==> src/rtl/lbs_pkg.sv <==
package lbs_pkg;
  typedef enum logic [3:0] {
    C_IDLE, C_LP01, C_LP00, C_ZERO, C_PRE, C_RUN, C_POST, C_TRAIL, C_EXIT
  } clk_st_e;

  typedef enum logic [2:0] {
    D_IDLE, D_LP01, D_LP00, D_ZERO, D_SYNC, D_DATA, D_TRAIL
  } dat_st_e;

  localparam logic [1:0] LP_STOP   = 2'b11;
  localparam logic [1:0] LP_REQ    = 2'b01;
  localparam logic [1:0] LP_BRIDGE = 2'b00;

  localparam logic [1:0] SEL_ZERO  = 2'd0;
  localparam logic [1:0] SEL_SYNC  = 2'd1;
  localparam logic [1:0] SEL_DATA  = 2'd2;
  localparam logic [1:0] SEL_TRAIL = 2'd3;
endpackage

==> src/rtl/lbs_clk_fsm.sv <==
module lbs_clk_fsm
  import lbs_pkg::*;
#(
  parameter int CNT_W     = 8,
  parameter int T_LPX     = 2,
  parameter int CLK_PREP  = 2,
  parameter int CLK_ZERO  = 6,
  parameter int CLK_PRE   = 2,
  parameter int CLK_POST  = 5,
  parameter int CLK_TRAIL = 2,
  parameter int HS_EXIT   = 6
) (
  input  logic       clk_i,
  input  logic       rst_ni,
  input  logic       start_i,
  input  logic       dat_done_i,
  output logic       ready_o,
  output logic       dat_go_o,
  output clk_st_e    st_o,
  output logic [1:0] lp_o,
  output logic       hs_en_o,
  output logic       run_o
);
  localparam logic [CNT_W-1:0] CNT_MAX = '1;

  clk_st_e st_q, st_d;
  logic [CNT_W-1:0] cnt_q, cnt_d;
  logic [CNT_W-1:0] dwell_q;
  logic expired;

  function automatic logic [CNT_W-1:0] load_of(input clk_st_e s);
    case (s)
      C_LP01:  return CNT_W'(T_LPX - 1);
      C_LP00:  return CNT_W'(CLK_PREP - 1);
      C_ZERO:  return CNT_W'(CLK_ZERO - 1);
      C_PRE:   return CNT_W'(CLK_PRE - 1);
      C_POST:  return CNT_W'(CLK_POST - 1);
      C_TRAIL: return CNT_W'(CLK_TRAIL - 1);
      C_EXIT:  return CNT_W'(HS_EXIT - 1);
      default: return '0;
    endcase
  endfunction

  assign expired = (cnt_q == '0);

  always_comb begin
    st_d  = st_q;
    cnt_d = expired ? cnt_q : cnt_q - 1'b1;
    unique case (st_q)
      C_IDLE:  if (start_i) st_d = C_LP01;
      C_LP01:  if (expired) st_d = C_LP00;
      C_LP00:  if (expired) st_d = C_ZERO;
      C_ZERO:  if (expired) st_d = C_PRE;
      C_PRE:   if (expired) st_d = C_RUN;
      C_RUN:   if (dat_done_i) st_d = C_POST;
      C_POST:  if (expired) st_d = C_TRAIL;
      C_TRAIL: if (expired) st_d = C_EXIT;
      C_EXIT:  if (expired) st_d = start_i ? C_LP01 : C_IDLE;
      default: st_d = C_IDLE;
    endcase
    if (st_d != st_q) cnt_d = load_of(st_d);
  end

  always_ff @(posedge clk_i or negedge rst_ni) begin
    if (!rst_ni) begin
      st_q  <= C_IDLE;
      cnt_q <= '0;
    end else begin
      st_q  <= st_d;
      cnt_q <= cnt_d;
    end
  end

  // cycles spent in the current state, for the interval self-check
  always_ff @(posedge clk_i or negedge rst_ni) begin
    if (!rst_ni)              dwell_q <= '0;
    else if (st_d != st_q)    dwell_q <= '0;
    else if (dwell_q != CNT_MAX) dwell_q <= dwell_q + 1'b1;
  end

  assign ready_o  = (st_q == C_IDLE) || ((st_q == C_EXIT) && expired);
  assign dat_go_o = (st_q == C_PRE) && expired;
  assign st_o     = st_q;

  always_comb begin
    unique case (st_q)
      C_IDLE, C_EXIT: lp_o = LP_STOP;
      C_LP01:         lp_o = LP_REQ;
      default:        lp_o = LP_BRIDGE;
    endcase
  end
  assign hs_en_o = st_q inside {C_ZERO, C_PRE, C_RUN, C_POST, C_TRAIL};
  assign run_o   = st_q inside {C_PRE, C_RUN, C_POST};

  AST_CLK_MIN_DWELL: assert property (@(posedge clk_i) disable iff (!rst_ni)
    ((st_d != st_q) && !(st_q inside {C_IDLE, C_RUN})) |-> (dwell_q >= load_of(st_q)));
  AST_CLK_PREP_ORDER: assert property (@(posedge clk_i) disable iff (!rst_ni)
    (st_q == C_LP01) |=> (st_q inside {C_LP01, C_LP00}));
endmodule

==> src/rtl/lbs_dat_fsm.sv <==
module lbs_dat_fsm
  import lbs_pkg::*;
#(
  parameter int CNT_W    = 8,
  parameter int LEN_W    = 8,
  parameter int T_LPX    = 2,
  parameter int HS_PREP  = 2,
  parameter int HS_ZERO  = 4,
  parameter int HS_TRAIL = 2
) (
  input  logic             clk_i,
  input  logic             rst_ni,
  input  logic             go_i,
  input  logic [LEN_W-1:0] len_i,
  output logic             done_o,
  output dat_st_e          st_o,
  output logic [1:0]       lp_o,
  output logic             hs_en_o,
  output logic [1:0]       sel_o
);
  localparam int DW = (CNT_W > LEN_W) ? CNT_W : LEN_W;
  localparam logic [DW-1:0] DW_MAX = '1;

  dat_st_e st_q, st_d;
  logic [DW-1:0] cnt_q, cnt_d;
  logic [DW-1:0] dwell_q;
  logic expired;

  function automatic logic [DW-1:0] load_of(input dat_st_e s, input logic [LEN_W-1:0] n);
    case (s)
      D_LP01:  return DW'(T_LPX - 1);
      D_LP00:  return DW'(HS_PREP - 1);
      D_ZERO:  return DW'(HS_ZERO - 1);
      D_DATA:  return DW'(n);
      D_TRAIL: return DW'(HS_TRAIL - 1);
      default: return '0;
    endcase
  endfunction

  assign expired = (cnt_q == '0);

  always_comb begin
    st_d  = st_q;
    cnt_d = expired ? cnt_q : cnt_q - 1'b1;
    unique case (st_q)
      D_IDLE:  if (go_i) st_d = D_LP01;
      D_LP01:  if (expired) st_d = D_LP00;
      D_LP00:  if (expired) st_d = D_ZERO;
      D_ZERO:  if (expired) st_d = D_SYNC;
      D_SYNC:  st_d = D_DATA;
      D_DATA:  if (expired) st_d = D_TRAIL;
      D_TRAIL: if (expired) st_d = D_IDLE;
      default: st_d = D_IDLE;
    endcase
    if (st_d != st_q) cnt_d = load_of(st_d, len_i);
  end

  always_ff @(posedge clk_i or negedge rst_ni) begin
    if (!rst_ni) begin
      st_q  <= D_IDLE;
      cnt_q <= '0;
    end else begin
      st_q  <= st_d;
      cnt_q <= cnt_d;
    end
  end

  always_ff @(posedge clk_i or negedge rst_ni) begin
    if (!rst_ni)              dwell_q <= '0;
    else if (st_d != st_q)    dwell_q <= '0;
    else if (dwell_q != DW_MAX) dwell_q <= dwell_q + 1'b1;
  end

  assign done_o = (st_q == D_TRAIL) && expired;
  assign st_o   = st_q;

  always_comb begin
    unique case (st_q)
      D_IDLE:  lp_o = LP_STOP;
      D_LP01:  lp_o = LP_REQ;
      default: lp_o = LP_BRIDGE;
    endcase
    unique case (st_q)
      D_SYNC:  sel_o = SEL_SYNC;
      D_DATA:  sel_o = SEL_DATA;
      D_TRAIL: sel_o = SEL_TRAIL;
      default: sel_o = SEL_ZERO;
    endcase
  end
  assign hs_en_o = st_q inside {D_ZERO, D_SYNC, D_DATA, D_TRAIL};

  AST_DAT_MIN_DWELL: assert property (@(posedge clk_i) disable iff (!rst_ni)
    ((st_d != st_q) && (st_q != D_IDLE)) |-> (dwell_q >= load_of(st_q, len_i)));
  AST_SYNC_SINGLE: assert property (@(posedge clk_i) disable iff (!rst_ni)
    (st_q == D_SYNC) |=> (st_q == D_DATA));
endmodule

==> src/rtl/link_burst_seq.sv <==
module link_burst_seq
  import lbs_pkg::*;
#(
  parameter int LANES     = 4,
  parameter int BYTE_W    = 8,
  parameter int LEN_W     = 8,
  parameter int CNT_W     = 8,
  parameter int T_LPX     = 2,
  parameter int CLK_PREP  = 2,
  parameter int CLK_ZERO  = 6,
  parameter int CLK_PRE   = 2,
  parameter int HS_PREP   = 2,
  parameter int HS_ZERO   = 4,
  parameter int HS_TRAIL  = 2,
  parameter int CLK_POST  = 5,
  parameter int CLK_TRAIL = 2,
  parameter int HS_EXIT   = 6
) (
  input  logic                    clk_i,
  input  logic                    rst_ni,
  input  logic                    req_i,
  input  logic [LEN_W-1:0]        len_i,
  input  logic [LANES*BYTE_W-1:0] data_i,
  output logic                    data_rd_o,
  output logic [1:0]              clk_lp_o,
  output logic                    clk_hs_en_o,
  output logic                    clk_run_o,
  output logic [2*LANES-1:0]      dat_lp_o,
  output logic [LANES-1:0]        dat_hs_en_o,
  output logic [2*LANES-1:0]      dat_sel_o,
  output logic [LANES*BYTE_W-1:0] dat_byte_o
);
  localparam int BUS_W = LANES * BYTE_W;

  clk_st_e clk_st;
  dat_st_e dat_st;
  logic ready, accept, dat_go, dat_done;
  logic pend_q;
  logic [LEN_W-1:0] pend_len_q, cur_len_q;
  logic [1:0] dat_lp, dat_sel;
  logic dat_hs;

  // one request may wait for the exit interval; later ones are dropped
  assign accept = ready && (req_i || pend_q);

  always_ff @(posedge clk_i or negedge rst_ni) begin
    if (!rst_ni) begin
      pend_q     <= 1'b0;
      pend_len_q <= '0;
      cur_len_q  <= '0;
    end else if (accept) begin
      pend_q    <= 1'b0;
      cur_len_q <= pend_q ? pend_len_q : len_i;
    end else if (req_i && !pend_q) begin
      pend_q     <= 1'b1;
      pend_len_q <= len_i;
    end
  end

  lbs_clk_fsm #(
    .CNT_W(CNT_W), .T_LPX(T_LPX), .CLK_PREP(CLK_PREP), .CLK_ZERO(CLK_ZERO),
    .CLK_PRE(CLK_PRE), .CLK_POST(CLK_POST), .CLK_TRAIL(CLK_TRAIL), .HS_EXIT(HS_EXIT)
  ) u_clk (
    .clk_i(clk_i), .rst_ni(rst_ni), .start_i(accept), .dat_done_i(dat_done),
    .ready_o(ready), .dat_go_o(dat_go), .st_o(clk_st),
    .lp_o(clk_lp_o), .hs_en_o(clk_hs_en_o), .run_o(clk_run_o)
  );

  lbs_dat_fsm #(
    .CNT_W(CNT_W), .LEN_W(LEN_W), .T_LPX(T_LPX), .HS_PREP(HS_PREP),
    .HS_ZERO(HS_ZERO), .HS_TRAIL(HS_TRAIL)
  ) u_dat (
    .clk_i(clk_i), .rst_ni(rst_ni), .go_i(dat_go), .len_i(cur_len_q),
    .done_o(dat_done), .st_o(dat_st), .lp_o(dat_lp), .hs_en_o(dat_hs), .sel_o(dat_sel)
  );

  assign data_rd_o = (dat_st == D_DATA);

  for (genvar l = 0; l < LANES; l++) begin : g_lane
    assign dat_lp_o[2*l +: 2]          = dat_lp;
    assign dat_hs_en_o[l]              = dat_hs;
    assign dat_sel_o[2*l +: 2]         = dat_sel;
    assign dat_byte_o[BYTE_W*l +: BYTE_W] = data_rd_o ? data_i[BYTE_W*l +: BYTE_W] : '0;
  end

  AST_DATA_NEEDS_CLK: assert property (@(posedge clk_i) disable iff (!rst_ni)
    (dat_st != D_IDLE) |-> (clk_st == C_RUN));
  AST_CLK_TAIL_DATA_IDLE: assert property (@(posedge clk_i) disable iff (!rst_ni)
    (clk_st inside {C_POST, C_TRAIL, C_EXIT}) |-> (dat_st == D_IDLE));
  AST_RD_IN_BURST: assert property (@(posedge clk_i) disable iff (!rst_ni)
    data_rd_o |-> (dat_hs_en_o[0] && clk_run_o));
  AST_PEND_HELD: assert property (@(posedge clk_i) disable iff (!rst_ni)
    (pend_q && !ready) |=> pend_q);
  AST_BYTES_QUIET: assert property (@(posedge clk_i) disable iff (!rst_ni)
    !data_rd_o |-> (dat_byte_o == BUS_W'(0)));
endmodule

==> config.mk <==
export PLATFORM = sky130hd
export DESIGN_NAME = link_burst_seq
export DESIGN_NICKNAME = d
export VERILOG_FILES = /design/src/rtl/lbs_pkg.sv /design/src/rtl/lbs_clk_fsm.sv /design/src/rtl/lbs_dat_fsm.sv /design/src/rtl/link_burst_seq.sv
export SDC_FILE = /design/constraint.sdc
export NUM_CORES = 1
export LEC_CHECK = 0
export BUFFER_PORTS_ARGS = -buffer_cell sky130_fd_sc_hd__buf_2
export CELL_PAD_IN_SITES_DETAIL_PLACEMENT = 0
export CELL_PAD_IN_SITES_GLOBAL_PLACEMENT = 1
export CORE_UTILIZATION = 36
export DETAILED_ROUTE_END_ITERATION = 6
export GPL_TIMING_DRIVEN = 0
export MAX_ROUTING_LAYER = met4
export PLACE_DENSITY = 0.86
export SKIP_LAST_GASP = 1
export SLEW_MARGIN = 25
export SYNTH_ARGS = -nofsm -noshare
export SYNTH_HDL_FRONTEND = slang
export SYNTH_SLANG_ARGS = --single-unit
==> constraint.sdc <==
create_clock -name clk_i -period 2.3 [get_ports clk_i]
set_input_delay 0 -clock clk_i [delete_from_list [all_inputs] [get_ports clk_i]]
set_output_delay 0 -clock clk_i [all_outputs]
set_load 0.005 [all_outputs]
==> results.md, run 1 <==
- Fin. max-slew vios: 0
- First-pass detailed-route iteration total: 5
- Switching power of the nets: between 300 and 400 uW
- GRT overflow: 0
- H-tree depth: 2
- Buf/Inv on CP: 0
- # placed instances: 487
- Final core area utilization: 0.523
- Vias in the first global route: around 2300
- Crit end category: flop
- Post-route design area: between 3000 and 4000 um2
- Inserted Clock Buffers: 5
- Clock-pin slew on the worst setup and hold paths: approximately 90 ps
- Max_cap viols: 0
- Switch share: 0.220
- Synth Area in Simple Gates: 0.265
- # fillers: between 600 and 700
- Die Footprint: 7620 um2
- Commonest non-fill, non-tap cell in the layout: buf_2
- Internal: roughly 1100 uW
- DRC: 0
- Family with the most delay on the worst path: simple AND/OR/NAND/NOR gates
- Slowest cell delay on critical path: around 590 ps
- Min-Delay Path Class: input pin to flop
- Clock buffer depth: 2
- Cells after Synth: slightly below 300
- # setup viols final: 0
- DR vias: 2491
- Clock power frac: 0.421
- Placed inst area: 3230 um2
- GRT Total Usage: 0.193
- Num ports: 100
- Num rows: 30
- FMAX: 0.455 GHz
- Synth Area per Inst: 8.96 um2
- Combinational power share: 0.065
- Asr flop ratio synth: 1.00
- Sequential power share: 0.514
- Compound-Gate Fraction of Synth Area: 0.145
- PortBufs: just under 100
- Tmin final: ~2200 ps
- FF+latch count, synth: 40
- First-pass GRT wire length: between 10000 and 15000 um
- Crit-path max FO: 6
- Register area share after synthesis: 0.382
- Vias per inst: just under 5
- Worst path cell trace: or4_4 -> nor4_4 -> a21oi_1 -> o211a_4 -> xnor2_1 -> a311oi_2
- Largest family of logic cells by synthesized area: simple AND/OR/NAND/NOR gates
- Largest net degree at the start of global routing: a little over 40
- Iteration-0 DRC Markers: between 100 and 150
- Crit share post-route: 0.955
- Final #Nets: ~460
- Cell Area, Synth: around 2600 um2
- Power per Cell Area: between 300 and 400 nW/um2
- Req. time, crit path: approximately 2500 ps
- Main flop type after synthesis: dfrtp_1
- Slowest CP cell: or4_4
- Die Wd: ~87 um
- Gpl congestion: 0.861
- Final Power: between 1000 and 1500 uW
- Initial antenna violation count: 1
- Die Span Y: 87.3 um
- Post-synth EDFFs: 0
- Core ar.: between 6000 and 7000 um2
- Hold Worst Slack: 12.4 ps
- Adder and majority gate portion of the synthesized area: 0.0134
- Worst-margin pin slew: about 650 ps
- Most frequent cells in the layout: 101 x buf_2, 39 x dfrtp_1, 35 x and2_1, 25 x nand2_1, 24 x buf_4
- Cell Count, Final, Fillers Out: ~500
- Worst-Skew Late Latency: ~300 ps
- Root Buffer: clkbuf_8
- RSZ-0062 raised after global routing: false
- Synthesized net count: 337
- Max VDD drop: roughly 370 uV
- Type of the worst setup path: flop to flop
- Layout cells sized above 1: 0.400
- # clock sinks: 40
- Xor/xnor share of the synthesized area: 0.0335
- Final hold viol count: 0
- Antenna Nets Post-Route: 0
- Status: complete, no violations
- Hpwl dp: roughly 5300 um
- Worst Path Arrival: about 2400 ps
- P&R area growth vs syn: 38.0%
- CP Launch Type: flop
- Worst Skew: between 6 and 7 ps
- Wirelength per Cell: between 10 and 15 um
- WL final: a little under 7000 um
- Initial Util: 0.379
- Cell variety after synth: 54
- Post-synthesis mux area share: 0.0803
- Synth Warn #: 0
- Slew headroom: 0.568
- Leakage power figure: around 0.0018 uW
- CTS tree: built
[cells by family (layout without fill, tap and decap cells)]
family | after synthesis | after routing
flip-flops | 40 | 40
AND/OR/NAND/NOR | 123 | 123
adder cells (fa/ha/maj) | 3 | 3
buffers and inverters | 39 | 164
multiplexers | 20 | 20
AO/OA/AOI/OAI | 57 | 57
XOR/XNOR | 10 | 10
other | 0 | 1
[stage by stage]
step,setup WS [ps],TNS [ps]
after floorplan,196,0
after global placement,-162,-162
after detailed placement,-198,-224
after CTS,0.932,0
after global routing,1.42,0
final,103,0
[worst min-delay path, stage by stage]
cell and delay [ps]:
buf_2 130, nor2_1 100, nor2_1 50
[path summary, 6_finish.rpt]
path	depth (start not counted)	slack, ps	start	to
worst max-delay path	6	100	u_clk.cnt_q[5]	u_clk.cnt_q[0]
worst min-delay path	3	10	req_i	pend_q
worst max register to register	6	100	u_clk.cnt_q[5]	u_clk.cnt_q[0]
worst min register to register	2	490	cur_len_q[6]	cur_len_q[6]
max in group asynchronous	3	1760	rst_ni	cur_len_q[0]
min in group asynchronous	2	100	rst_ni	u_clk.cnt_q[6]
[cell type report]
class / count / area [um2] / share of cell area
sequential: 40 / 1000 / 0.277
clock buffer: 5 / 68.8 / 0.0191
buffer: 31 / 189 / 0.0523
inverter: 8 / 30.0 / 0.00831
multi-input combinational: 213 / 1490 / 0.412
clock inverter: 3 / 47.5 / 0.0132
antenna: 1 / 2.50 / 0.000693
tap: 96 / 120 / 0.0333
timing repair buffer: 117 / 666 / 0.184
[state kept, by name, indices dropped and copies added (netlist names)]
signal / flops
u_clk.cnt_q: 8
u_dat.cnt_q: 8
u_clk.st_o: 4
pend_q: 1
cur_len_q: 8
u_dat.st_o: 3
pend_len_q: 8
[Yosys cell counts (all sizes together) (4+ instances only)]
library cell / instances / area share
dfrtp: 40 / 0.38
and2: 35 / 0.084
nand2: 25 / 0.036
nor2: 23 / 0.034
buf: 22 / 0.056
o21ai: 22 / 0.042
a21oi: 13 / 0.025
mux2i: 12 / 0.046
nor3: 11 / 0.021
clkbuf: 9 / 0.013
inv: 8 / 0.011
mux2: 8 / 0.034
xnor2: 8 / 0.027
nor2b: 5 / 0.012
nand2b: 4 / 0.0096
[power by group through the flow]
| stage | sequential (uW) | combinational [uW] | clock [uW] |
|---|---|---|---|
| 6_report | 726 | 91.9 | 594 |
| 3_3_place_gp | 740 | 75.9 | 0 |
| 3_5_place_dp | 740 | 77.7 | 0 |
| 5_1_grt | 728 | 104 | 638 |
| 2_1_floorplan | 739 | 22.9 | 0 |
| 4_1_cts | 726 | 89.5 | 616 |
[metal layers]
metal / GRT usage / vias up / routed length (um)
li1: - / 1244 / -
met4: 0.0551 / 0 / 93
met3: 0.0313 / 4 / 428
met5: - / - / 0
met1: 0.219 / 1158 / 2780
met2: 0.351 / 85 / 3660
[timing repair]
item                                    in CTS  in global routing
endpoints found under the setup margin      10                 22
gates resized for setup                      7                 16
buffers inserted                             2                  6
pin swaps                                    1                  5
endpoints found under the hold margin       48                  0
hold buffers                                 9                  0
Power figures use the tool's default switching activity.
==> run 2: changes to the inputs <==
- clock period: 2.3 -> 2.2 ns (I/O delays scaled with it)
==> run 2 against run 1 <==
  * Via count is 0.12% higher
  * Final area rose by 0.97%
  * Non-clock buffer count is 1 higher
==> results.md, run 2 (synthesized netlist as in run 1, its figures left out) <==
- First-pass GRT wire length: 11100 um (was 11000 um)
- # setup viols final: 0 (unchanged)
- Final Power: 1480 uW (was 1410 uW)
- Tmin final: 2190 ps (was 2200 ps)
- R2r worst-path depth: 6 (unchanged)
- H-tree depth: 2 (unchanged)
- CP Launch Type: flop (unchanged)
- Gpl congestion: 0.861 (unchanged)
- FF-to-FF End: u_clk.cnt_q[0] (unchanged)
- Sequential Area: 1000 um2 (unchanged)
- GRT overflow: 0 (unchanged)
- Min-Delay Path Class: input pin to flop (unchanged)
- Antenna Nets Post-Route: 0 (unchanged)
- Final core area utilization: 0.528 (was 0.523)
- Die Wd: 87.3 um (unchanged)
- Final #Nets: 462 (was 461)
- FMAX: 0.456 GHz (was 0.455 GHz)
- Crit share post-route: 0.996 (was 0.955)
- Area occupied by multi-input gates: 1510 um2 (was 1490 um2)
- Type of the worst setup path: flop to flop (unchanged)
- Vias in the first global route: 2281 (was 2284)
- Crit-path max FO: 6 (unchanged)
- # fillers: 691 (was 694)
- Final hold viol count: 0 (unchanged)
- PortBufs: 99 (unchanged)
- First-pass detailed-route iteration total: 4 (was 5)
- Root Buffer: clkbuf_8 (unchanged)
- Status: complete, no violations (unchanged)
- Worst-Skew Late Latency: 300 ps (about the same)
- Layout cells sized above 1: 0.416 (was 0.400)
- Worst-margin pin slew: 699 ps (was 648 ps)
- Vias per inst: 4.84 (was 4.85)
- Most frequent cells in the layout: 101 x buf_2, 39 x dfrtp_1, 35 x and2_1, 26 x buf_4, 25 x nand2_1 (was 101 x buf_2, 39 x dfrtp_1, 35 x and2_1, 25 x nand2_1, 24 x buf_4)
- Worst Path Arrival: 2380 ps (was 2390 ps)
- Max VDD drop: 383 uV (was 367 uV)
- Core ar.: 6910 um2 (unchanged)
- Iteration-0 DRC Markers: 103 (was 110)
- Reg2reg start: u_clk.cnt_q[5] (unchanged)
- RSZ-0062 raised after global routing: true (was false)
- DR vias: 2494 (was 2491)
- Hold endpoint: pend_q (unchanged)
- Worst path cell trace: or4_4 -> nor4_4 -> a21oi_1 -> o211a_4 -> xnor2_1 -> a311oi_2 (unchanged)
- Crit end category: flop (unchanged)
- Slowest cell delay on critical path: 590 ps (about the same)
- Req. time, crit path: 2390 ps (was 2490 ps)
- Hold Crit Depth: 3 (unchanged)
- Num ports: 100 (unchanged)
- Worst Skew: 6.12 ps (was 6.38 ps)
- Slew headroom: 0.534 (was 0.568)
- Clock buffer depth: 2 (unchanged)
- Initial Util: 0.379 (unchanged)
- Num rows: 30 (unchanged)
- DRC: 0 (unchanged)
- Placed inst area: 3230 um2 (unchanged)
- Die Span Y: 87.3 um (unchanged)
- Hold Crit Start: req_i (unchanged)
- Slowest CP cell: or4_4 (unchanged)
- Leakage power figure: 0.00184 uW (was 0.00182 uW)
- GRT Total Usage: 0.194 (was 0.193)
- Max_cap viols: 0 (unchanged)
- Inserted Clock Buffers: 5 (unchanged)
- Hpwl dp: 5270 um (unchanged)
- Fin. max-slew vios: 0 (unchanged)
- Clock-pin slew on the worst setup and hold paths: 90 ps (about the same)
- Commonest non-fill, non-tap cell in the layout: buf_2 (unchanged)
- Power per Cell Area: 405 nW/um2 (was 391 nW/um2)
- CTS tree: built (unchanged)
- Largest net degree at the start of global routing: 41 (unchanged)
- Initial antenna violation count: 1 (unchanged)
- # clock sinks: 40 (unchanged)
- R2R setup slack: 9 ps (was 100 ps)
- WL final: 6940 um (was 6960 um)
- Post-route design area: 3650 um2 (was 3610 um2)
- P&R area growth vs syn: 39.3% (was 38.0%)
- Wirelength per Cell: 13.5 um (about the same)
- Die Footprint: 7620 um2 (unchanged)
run 2: worst max-delay path, delay by kind of cell, from the launching register on:
family / cells / cell delay [ps]
AO/OA/AOI/OAI: 3 / 640
XOR/XNOR: 1 / 130
flip-flops: 1 / 460
AND/OR/NAND/NOR: 2 / 850
run 2: how the worst max path moves through the flow:
stage / start / end / slack [ps] / depth (start not counted)
after CTS: u_clk.cnt_q[1] / u_clk.cnt_q[0] / -40 / 8
after floorplan: u_clk.cnt_q[0] / u_clk.cnt_q[0] / 100 / 8
after global routing: u_clk.cnt_q[0] / u_clk.cnt_q[0] / -100 / 8
after global placement: u_dat.cnt_q[0] / u_clk.cnt_q[0] / -260 / 9
final: u_clk.cnt_q[5] / u_clk.cnt_q[0] / 9 / 6
after detailed placement: u_dat.cnt_q[0] / u_clk.cnt_q[0] / -300 / 9
run 2: final cells by class:
cell class | count | area share
buffer | 30 | 0.0521
clock buffer | 5 | 0.0189
inverter | 8 | 0.00823
timing repair buffer | 119 | 0.187
tap | 96 | 0.0329
antenna | 1 | 0.000686
clock inverter | 3 | 0.0130
sequential | 40 | 0.275
multi-input combinational | 213 | 0.413
run 2: repair_timing:
| item | in CTS | in global routing |
|---|---|---|
| endpoints found under the hold margin | 48 | 0 |
| buffers inserted | 2 | 8 |
| setup endpoints to repair | 28 | 33 |
| pin swaps | 1 | 7 |
| resized for setup | 11 | 20 |
| hold buffers | 9 | 0 |
run 2: per-stage QoR:
stage,hold slack [ps],worst slack [ps],setup TNS (ps),cells
3_3_place_gp,172,-262,-1240,487
6_report,19.8,8.62,0,515
5_1_grt,82.3,-102,-108,515
4_1_cts,2.21,-36.6,-36.6,506
3_5_place_dp,183,-298,-1860,487
2_1_floorplan,-296,96.5,0,292
run 2: power by group:
group	internal, uW	switching [uW]	leakage (uW)
clock network	342	281	0.0000583
logic	58.9	37.8	0.00127
registers	751	7.70	0.000514
total	1150	326	0.00184
run 2: layer usage:
layer,GRT usage,routed length [um],vias to the layer above
met1,0.219,2760,1161
met2,0.353,3650,82
li1,-,-,1244
met3,0.0313,421,7
met4,0.0551,110,0
met5,-,0,-
